### config.mk
export PLATFORM = sky130hd
export DESIGN_NAME = rtc_calendar
export DESIGN_NICKNAME = d
export VERILOG_FILES = /design/src/rtl/rtc_pkg.sv /design/src/rtl/rtc_prescaler.sv /design/src/rtl/rtc_bcd_field.sv /design/src/rtl/rtc_bcd_year.sv /design/src/rtl/rtc_calendar.sv
export SDC_FILE = /design/constraint.sdc
export NUM_CORES = 1
export LEC_CHECK = 0
export ABC_AREA = 1
export CAP_MARGIN = 20
export CORE_MARGIN = 2
export CORE_UTILIZATION = 52
export CTS_BUF_LIST = sky130_fd_sc_hd__clkbuf_2 sky130_fd_sc_hd__clkbuf_4 sky130_fd_sc_hd__clkbuf_8
export CTS_CLUSTER_SIZE = 16
export DETAILED_ROUTE_END_ITERATION = 6
export GPL_TIMING_DRIVEN = 0
export PLACE_DENSITY = 0.81
export SETUP_SLACK_MARGIN = 0.5
export SLEW_MARGIN = 30
export SYNTH_ARGS = -nofsm -noshare
export SYNTH_HDL_FRONTEND = slang
export SYNTH_HIERARCHICAL = 1
export SYNTH_SLANG_ARGS = --single-unit
### constraint.sdc
create_clock -name clk -period 4.65 [get_ports clk]
set_input_delay 0.93 -clock clk [delete_from_list [all_inputs] [get_ports clk]]
set_output_delay 0.93 -clock clk [all_outputs]
set_load 0.02 [all_outputs]
### src/rtl/rtc_pkg.sv
package rtc_pkg;

  typedef enum logic [3:0] {
    SEL_SEC   = 4'd0,
    SEL_MIN   = 4'd1,
    SEL_HOUR  = 4'd2,
    SEL_WDAY  = 4'd3,
    SEL_DATE  = 4'd4,
    SEL_MONTH = 4'd5,
    SEL_YEAR  = 4'd6,
    SEL_CTRL  = 4'd7,
    SEL_OSCF  = 4'd8
  } field_sel_e;

  // Two-digit BCD increment without wrap; the caller handles the limit.
  function automatic logic [7:0] bcd_inc8(input logic [7:0] v);
    if (v[3:0] == 4'd9) return {v[7:4] + 4'd1, 4'd0};
    else                return {v[7:4], v[3:0] + 4'd1};
  endfunction

  // Divisible by four, judged from the two low BCD digits of the year.
  function automatic logic leap_yy(input logic [7:0] yy);
    if (!yy[4]) return (yy[3:0] == 4'd0) || (yy[3:0] == 4'd4) || (yy[3:0] == 4'd8);
    else        return (yy[3:0] == 4'd2) || (yy[3:0] == 4'd6);
  endfunction

  function automatic logic [7:0] last_day(input logic [7:0] mon, input logic leap);
    case (mon)
      8'h02:                      return leap ? 8'h29 : 8'h28;
      8'h04, 8'h06, 8'h09, 8'h11: return 8'h30;
      default:                    return 8'h31;
    endcase
  endfunction

endpackage

### src/rtl/rtc_prescaler.sv
module rtc_prescaler #(
  parameter int TICKS_PER_SEC = 4096
) (
  input  logic clk,
  input  logic rst,
  input  logic tick,
  input  logic halt,
  input  logic clear,
  output logic last,
  output logic sec_tick
);
  localparam int DW = (TICKS_PER_SEC > 1) ? $clog2(TICKS_PER_SEC) : 1;
  localparam logic [DW-1:0] LAST = DW'(TICKS_PER_SEC - 1);

  logic [DW-1:0] div_q;

  always_ff @(posedge clk) begin
    if (rst || halt)      div_q <= '0;
    else if (tick) begin
      if (clear || div_q == LAST) div_q <= '0;
      else                        div_q <= div_q + 1'b1;
    end
  end

  assign last     = !halt && (div_q == LAST);
  assign sec_tick = tick && !halt && !clear && (div_q == LAST);
endmodule

### src/rtl/rtc_bcd_field.sv
module rtc_bcd_field
  import rtc_pkg::*;
#(
  parameter logic [7:0] LO = 8'h00
) (
  input  logic       clk,
  input  logic       rst,
  input  logic       inc,
  input  logic [7:0] hi,
  input  logic       wr,
  input  logic [7:0] wdata,
  output logic [7:0] val,
  output logic       wrap
);
  always_ff @(posedge clk) begin
    if (rst)      val <= LO;
    else if (wr)  val <= wdata;
    else if (inc) val <= (val >= hi) ? LO : bcd_inc8(val);
  end

  assign wrap = inc && !wr && (val >= hi);
endmodule

### src/rtl/rtc_bcd_year.sv
module rtc_bcd_year #(
  parameter int                  DIGITS  = 4,
  parameter logic [4*DIGITS-1:0] RST_VAL = 16'h2000
) (
  input  logic                  clk,
  input  logic                  rst,
  input  logic                  inc,
  input  logic                  wr,
  input  logic [4*DIGITS-1:0]   wdata,
  output logic [4*DIGITS-1:0]   val
);
  logic [3:0]    dig_q [DIGITS];
  logic [DIGITS:0] cy;

  assign cy[0] = inc;

  for (genvar i = 0; i < DIGITS; i++) begin : g_digit
    assign cy[i+1]     = cy[i] && (dig_q[i] == 4'd9);
    assign val[4*i +: 4] = dig_q[i];

    always_ff @(posedge clk) begin
      if (rst)        dig_q[i] <= RST_VAL[4*i +: 4];
      else if (wr)    dig_q[i] <= wdata[4*i +: 4];
      else if (cy[i]) dig_q[i] <= (dig_q[i] == 4'd9) ? 4'd0 : dig_q[i] + 4'd1;
    end
  end
endmodule

### src/rtl/rtc_calendar.sv
module rtc_calendar
  import rtc_pkg::*;
#(
  parameter int TICKS_PER_SEC = 4096
) (
  input  logic        clk,
  input  logic        rst,
  input  logic        tick_4k,
  input  logic        osc_stopped,
  input  logic        wr_en,
  input  logic [3:0]  wr_sel,
  input  logic [15:0] wr_data,
  output logic [7:0]  sec_bcd,
  output logic [7:0]  min_bcd,
  output logic [7:0]  hour_bcd,
  output logic [2:0]  wday,
  output logic [7:0]  date_bcd,
  output logic [7:0]  month_bcd,
  output logic [15:0] year_bcd,
  output logic        busy,
  output logic        osc_fail,
  output logic        min_carry
);
  logic stop_q, adj_q, adj_fire, div_last, sec_tick;
  logic sec_wrap, min_wrap, hour_wrap, date_wrap, month_wrap;
  logic min_inc, wr_s, wr_m, wr_h, wr_d, wr_mo, wr_y;

  assign wr_s  = wr_en && (wr_sel == SEL_SEC);
  assign wr_m  = wr_en && (wr_sel == SEL_MIN);
  assign wr_h  = wr_en && (wr_sel == SEL_HOUR);
  assign wr_d  = wr_en && (wr_sel == SEL_DATE);
  assign wr_mo = wr_en && (wr_sel == SEL_MONTH);
  assign wr_y  = wr_en && (wr_sel == SEL_YEAR);

  assign adj_fire = adj_q && tick_4k;

  rtc_prescaler #(.TICKS_PER_SEC(TICKS_PER_SEC)) u_pre (
    .clk(clk), .rst(rst), .tick(tick_4k), .halt(stop_q), .clear(adj_fire),
    .last(div_last), .sec_tick(sec_tick)
  );

  rtc_bcd_field #(.LO(8'h00)) u_sec (
    .clk(clk), .rst(rst), .inc(sec_tick), .hi(8'h59),
    .wr(wr_s || adj_fire), .wdata(wr_s ? wr_data[7:0] : 8'h00),
    .val(sec_bcd), .wrap(sec_wrap)
  );

  // Rounding carries into minutes when the old seconds were in the upper half.
  assign min_inc = sec_wrap || (adj_fire && !wr_s && (sec_bcd >= 8'h30));

  rtc_bcd_field #(.LO(8'h00)) u_min (
    .clk(clk), .rst(rst), .inc(min_inc), .hi(8'h59),
    .wr(wr_m), .wdata(wr_data[7:0]), .val(min_bcd), .wrap(min_wrap)
  );

  rtc_bcd_field #(.LO(8'h00)) u_hour (
    .clk(clk), .rst(rst), .inc(min_wrap), .hi(8'h23),
    .wr(wr_h), .wdata(wr_data[7:0]), .val(hour_bcd), .wrap(hour_wrap)
  );

  rtc_bcd_field #(.LO(8'h01)) u_date (
    .clk(clk), .rst(rst), .inc(hour_wrap),
    .hi(last_day(month_bcd, leap_yy(year_bcd[7:0]))),
    .wr(wr_d), .wdata(wr_data[7:0]), .val(date_bcd), .wrap(date_wrap)
  );

  rtc_bcd_field #(.LO(8'h01)) u_month (
    .clk(clk), .rst(rst), .inc(date_wrap), .hi(8'h12),
    .wr(wr_mo), .wdata(wr_data[7:0]), .val(month_bcd), .wrap(month_wrap)
  );

  rtc_bcd_year #(.DIGITS(4), .RST_VAL(16'h2000)) u_year (
    .clk(clk), .rst(rst), .inc(month_wrap), .wr(wr_y), .wdata(wr_data), .val(year_bcd)
  );

  always_ff @(posedge clk) begin
    if (rst) begin
      wday      <= 3'd0;
      stop_q    <= 1'b0;
      adj_q     <= 1'b0;
      osc_fail  <= 1'b1;
      min_carry <= 1'b0;
    end else begin
      if (wr_en && wr_sel == SEL_WDAY) wday <= wr_data[2:0];
      else if (hour_wrap)              wday <= (wday >= 3'd6) ? 3'd0 : wday + 3'd1;

      if (wr_en && wr_sel == SEL_CTRL) stop_q <= wr_data[0];

      if (wr_en && wr_sel == SEL_CTRL && wr_data[1]) adj_q <= 1'b1;
      else if (adj_fire)                             adj_q <= 1'b0;

      if (osc_stopped)                                      osc_fail <= 1'b1;
      else if (wr_en && wr_sel == SEL_OSCF && !wr_data[0])  osc_fail <= 1'b0;

      min_carry <= min_inc;
    end
  end

  assign busy = div_last || adj_q;
endmodule

==> metrics.csv <==
stage;metric;value;unit
critical_path;register-to-register setup slack;0.72;ns
timing;worst hold slack;0.513;ns
die;die height;115;um
clocking;TritonCTS buffer count;9;
clocking;CTS tree;built;
synthesis;compound-cell area share of the yosys netlist;0.0962;
grt;first-pass GRT wire length;25500;um
synthesis;Post-Synthesis Cells;986;
synthesis;Main synth FF type;dfxtp_1;
route;initial DRC count;483;
synthesis;Ys Warns;6;
route;DRC Markers;0;
critical_path;Crit Path Class;primary input to flop;
synthesis;area share of fa/ha/maj cells after synthesis;0.113;
power;pwr/cell area;176;mW/mm^2
placement;dpl cells;1275;
placement;DP Worst Slack;-0.635;ns
finish;Area Overhead vs Synth;24.7;%
synthesis;Avg Cell Area, Syn;6.54;sq um
die;Std-Cell Rows;40;
timing;skew final;0.00965;ns
critical_path;CP dominant cell by count;inv_2;
critical_path;Worst Path Arrival;4.10;ns
grt;Tot GR Track Use;0.236;
finish;Filler cells;1087;
clocking;Clk Latency, worst-skew pair;0.37;ns
timing;final setup fails;0;
die;I/O Pins;87;
synthesis;largest cells by area after synthesis;dfxtp_1, nand2_1, ha_1, inv_1, edfxtp_1;
synthesis;largest area contributor in the netlist;dfxtp_1;
synthesis;main combinational cell family by area after synthesis;simple AND/OR/NAND/NOR gates;
clocking;Clock Tree Root;clkbuf_8;
synthesis;xor/xnor share of the synthesized area;0.0326;
synthesis;area fraction of the dominant cell type after synthesis;0.183;
die;initial core utilization;0.535;
route;antenna-violating nets left;0;
clocking;CTS sink cnt;75;
synthesis;Post-synth EDFFs;16;
route;detailed-route vias per instance;4.99;
finish;area of the multi-input gates;0.00428;sq mm
hold_path;min-delay worst type;flop to flop;
power;maximum VDD drop;0.107;mV
route;First-pass DRT Iterations;5;
finish;register area;0.00167;sq mm
critical_path;critical path's largest stage delay;0.31;ns
critical_path;Crit Path Max Fanout;10;
route;Routed WL;15500;um
power;Leak Pwr;0.00402;uW
timing;fmax;0.252;GHz
timing;Final Cycle Share;0.852;
run_status;status;complete, no violations;
die;CORE AREA;0.0121;sq mm
finish;Ant. Diodes;0;
route;vias;6507;
critical_path;Worst setup EP type;flop;
finish;fin nets;1213;
finish;layout cells sized above 1;0.130;
grt;vias in the first global route;5607;
grt;initial antenna violation count;0;
timing;RSZ-0062 raised after global routing;true;
synthesis;Netlist cell types;40;
synthesis;register area share after synthesis;0.258;
timing;final hold viol count;0;
critical_path;Worst EP required;4.78;ns
synthesis;Syn Std Cell Area;0.00645;sq mm
placement;Final Wtd Congestion;0.857;
power;Tot Pwr;1420;uW
critical_path;critical path launch point type;primary input;
critical_path;critical path's slowest cell;dlygate4sd2_1;
grt;GR Overflow Total;0;
timing;post-layout min period;3.96;ns
timing;Least-Margin Pin Slew;0.729;ns
synthesis;mux share of post-synthesis cell area;0.00155;
grt;largest net degree at the start of global routing;33;
run;max_cap viols;0;
clocking;Reg clk slew, reported paths;0.08;ns
route;Routed WL per cell;11.9;um
timing;Rel. slew slack;0.514;
synthesis;Simple-Gate Fraction of Synth Area;0.381;
finish;Cell Count, Final, Fillers Out;1303;
placement;port bufs;86;
synthesis;ys async rst share;0;
placement;DP HPWL;11400;um
synthesis;Yosys reg bits;75;
clocking;CTS max path bufs;2;
die;Die W;115;um
clocking;H-tree Lvls;3;
die;die footprint;0.0133;sq mm
timing;Setup WS post-layout;0.689;ns
timing;Slew Limit Fails;0;
[cell usage after synthesis (3+ instances only)]
library cell / n
xor2_1: 19
a21oi_1: 45
nand2_2: 13
nand2_1: 244
buf_2: 6
inv_1: 178
a21o_1: 5
nor2_1: 124
nand4_1: 31
edfxtp_1: 16
nand3_1: 66
nor3_2: 3
xnor2_1: 5
nor2_2: 11
dfxtp_1: 59
o21ai_2: 3
o21ai_0: 15
nand3_2: 4
o21ai_1: 7
nand4_2: 7
a22oi_1: 18
nor3_1: 4
nor2_4: 13
ha_1: 58
inv_2: 9
[area by class of cell]
type | count | area share
tap | 168 | 0.0261
buffer | 8 | 0.00731
clock inverter | 5 | 0.00373
clock buffer | 11 | 0.0180
sequential | 75 | 0.208
timing repair buffer | 98 | 0.116
inverter | 188 | 0.0881
multi-input combinational | 750 | 0.533
[per-stage QoR]
step,util,cell area [sq um],setup TNS [ns]
after floorplan,-,6630,0
after global placement,0.638,7700,-14.27
after detailed placement,0.638,7690,-13.17
after CTS,0.657,7920,0
after global routing,0.667,8040,0
final,0.667,8040,0
[flip-flops by register name, summed over array words and instances (netlist names)]
signal	count
adj_q	1
u_year/dig_q	16
u_min/val	8
wday	3
u_hour/val	8
u_month/val	8
osc_fail	1
u_sec/val	8
min_carry	1
u_date/val	8
u_pre/div_q	12
stop_q	1
[cell families (layout without fill, tap and decap cells)]
family,count (synthesis),count (layout)
simple gates,528,528
other cells,2,37
xor+xnor,24,24
buf+inv,196,310
mux,1,1
fa+ha+maj,58,58
flops,75,75
compound gates,102,102
[report_power, final]
part / switching (uW) / internal [uW]
Sequential: 24.7 / 680
Clock: 260 / 212
Combinational: 143 / 96.2
[worst paths after layout]
path / startpoint / cells past startpoint / to
setup reg to reg: u_pre/div_q[1]$_SDFFE_PP0P_ / 36 / u_year/dig_q[1][3]$_SDFFCE_PN0P_
setup / recovery: wr_sel[1] / 35 / u_year/dig_q[1][3]$_SDFFCE_PN0P_
hold / removal: adj_q$_SDFFE_PP0P_ / 2 / adj_q$_SDFFE_PP0P_
hold reg to reg: adj_q$_SDFFE_PP0P_ / 2 / adj_q$_SDFFE_PP0P_
[critical path, delay by kind of cell]
family,cells,cell delay (ns)
buffers and inverters,15,1.07
AOI/OAI and AO/OA,1,0.08
and+or+nand+nor,19,1.95
[per-layer routing]
layer	GRT usage	routed length [um]
met1	0.318	7190
met2	0.389	7150
met3	0.0316	908
met4	0.0811	260
met5	0	0
[layout by cell type (no fill, tap or decap), types with 10 or more instances in the layout]
master           instances
edfxtp_1                16
o21ai_0                 15
a22oi_1                 18
inv_1                  167
nor2_4                  17
buf_4                   12
inv_2                   19
nand4_1                 31
nand2_1                234
nor2_2                  16
xor2_1                  19
dfxtp_1                 54
clkdlybuf4s50_1         79
nand3_1                 66
ha_1                    57
clkbuf_8                10
a21oi_1                 45
conb_1                  37
nor2_1                 115
nand2_2                 19
[what timing repair did]
| item | CTS | global route |
|---|---|---|
| hold buffers | 0 | 0 |
| endpoints found under the setup margin | 34 | 32 |
| resized for setup | 16 | 30 |
| pin swaps | 8 | 19 |
| setup buffers | 4 | 8 |
No activity file was read; power rests on OpenSTA's default activity.
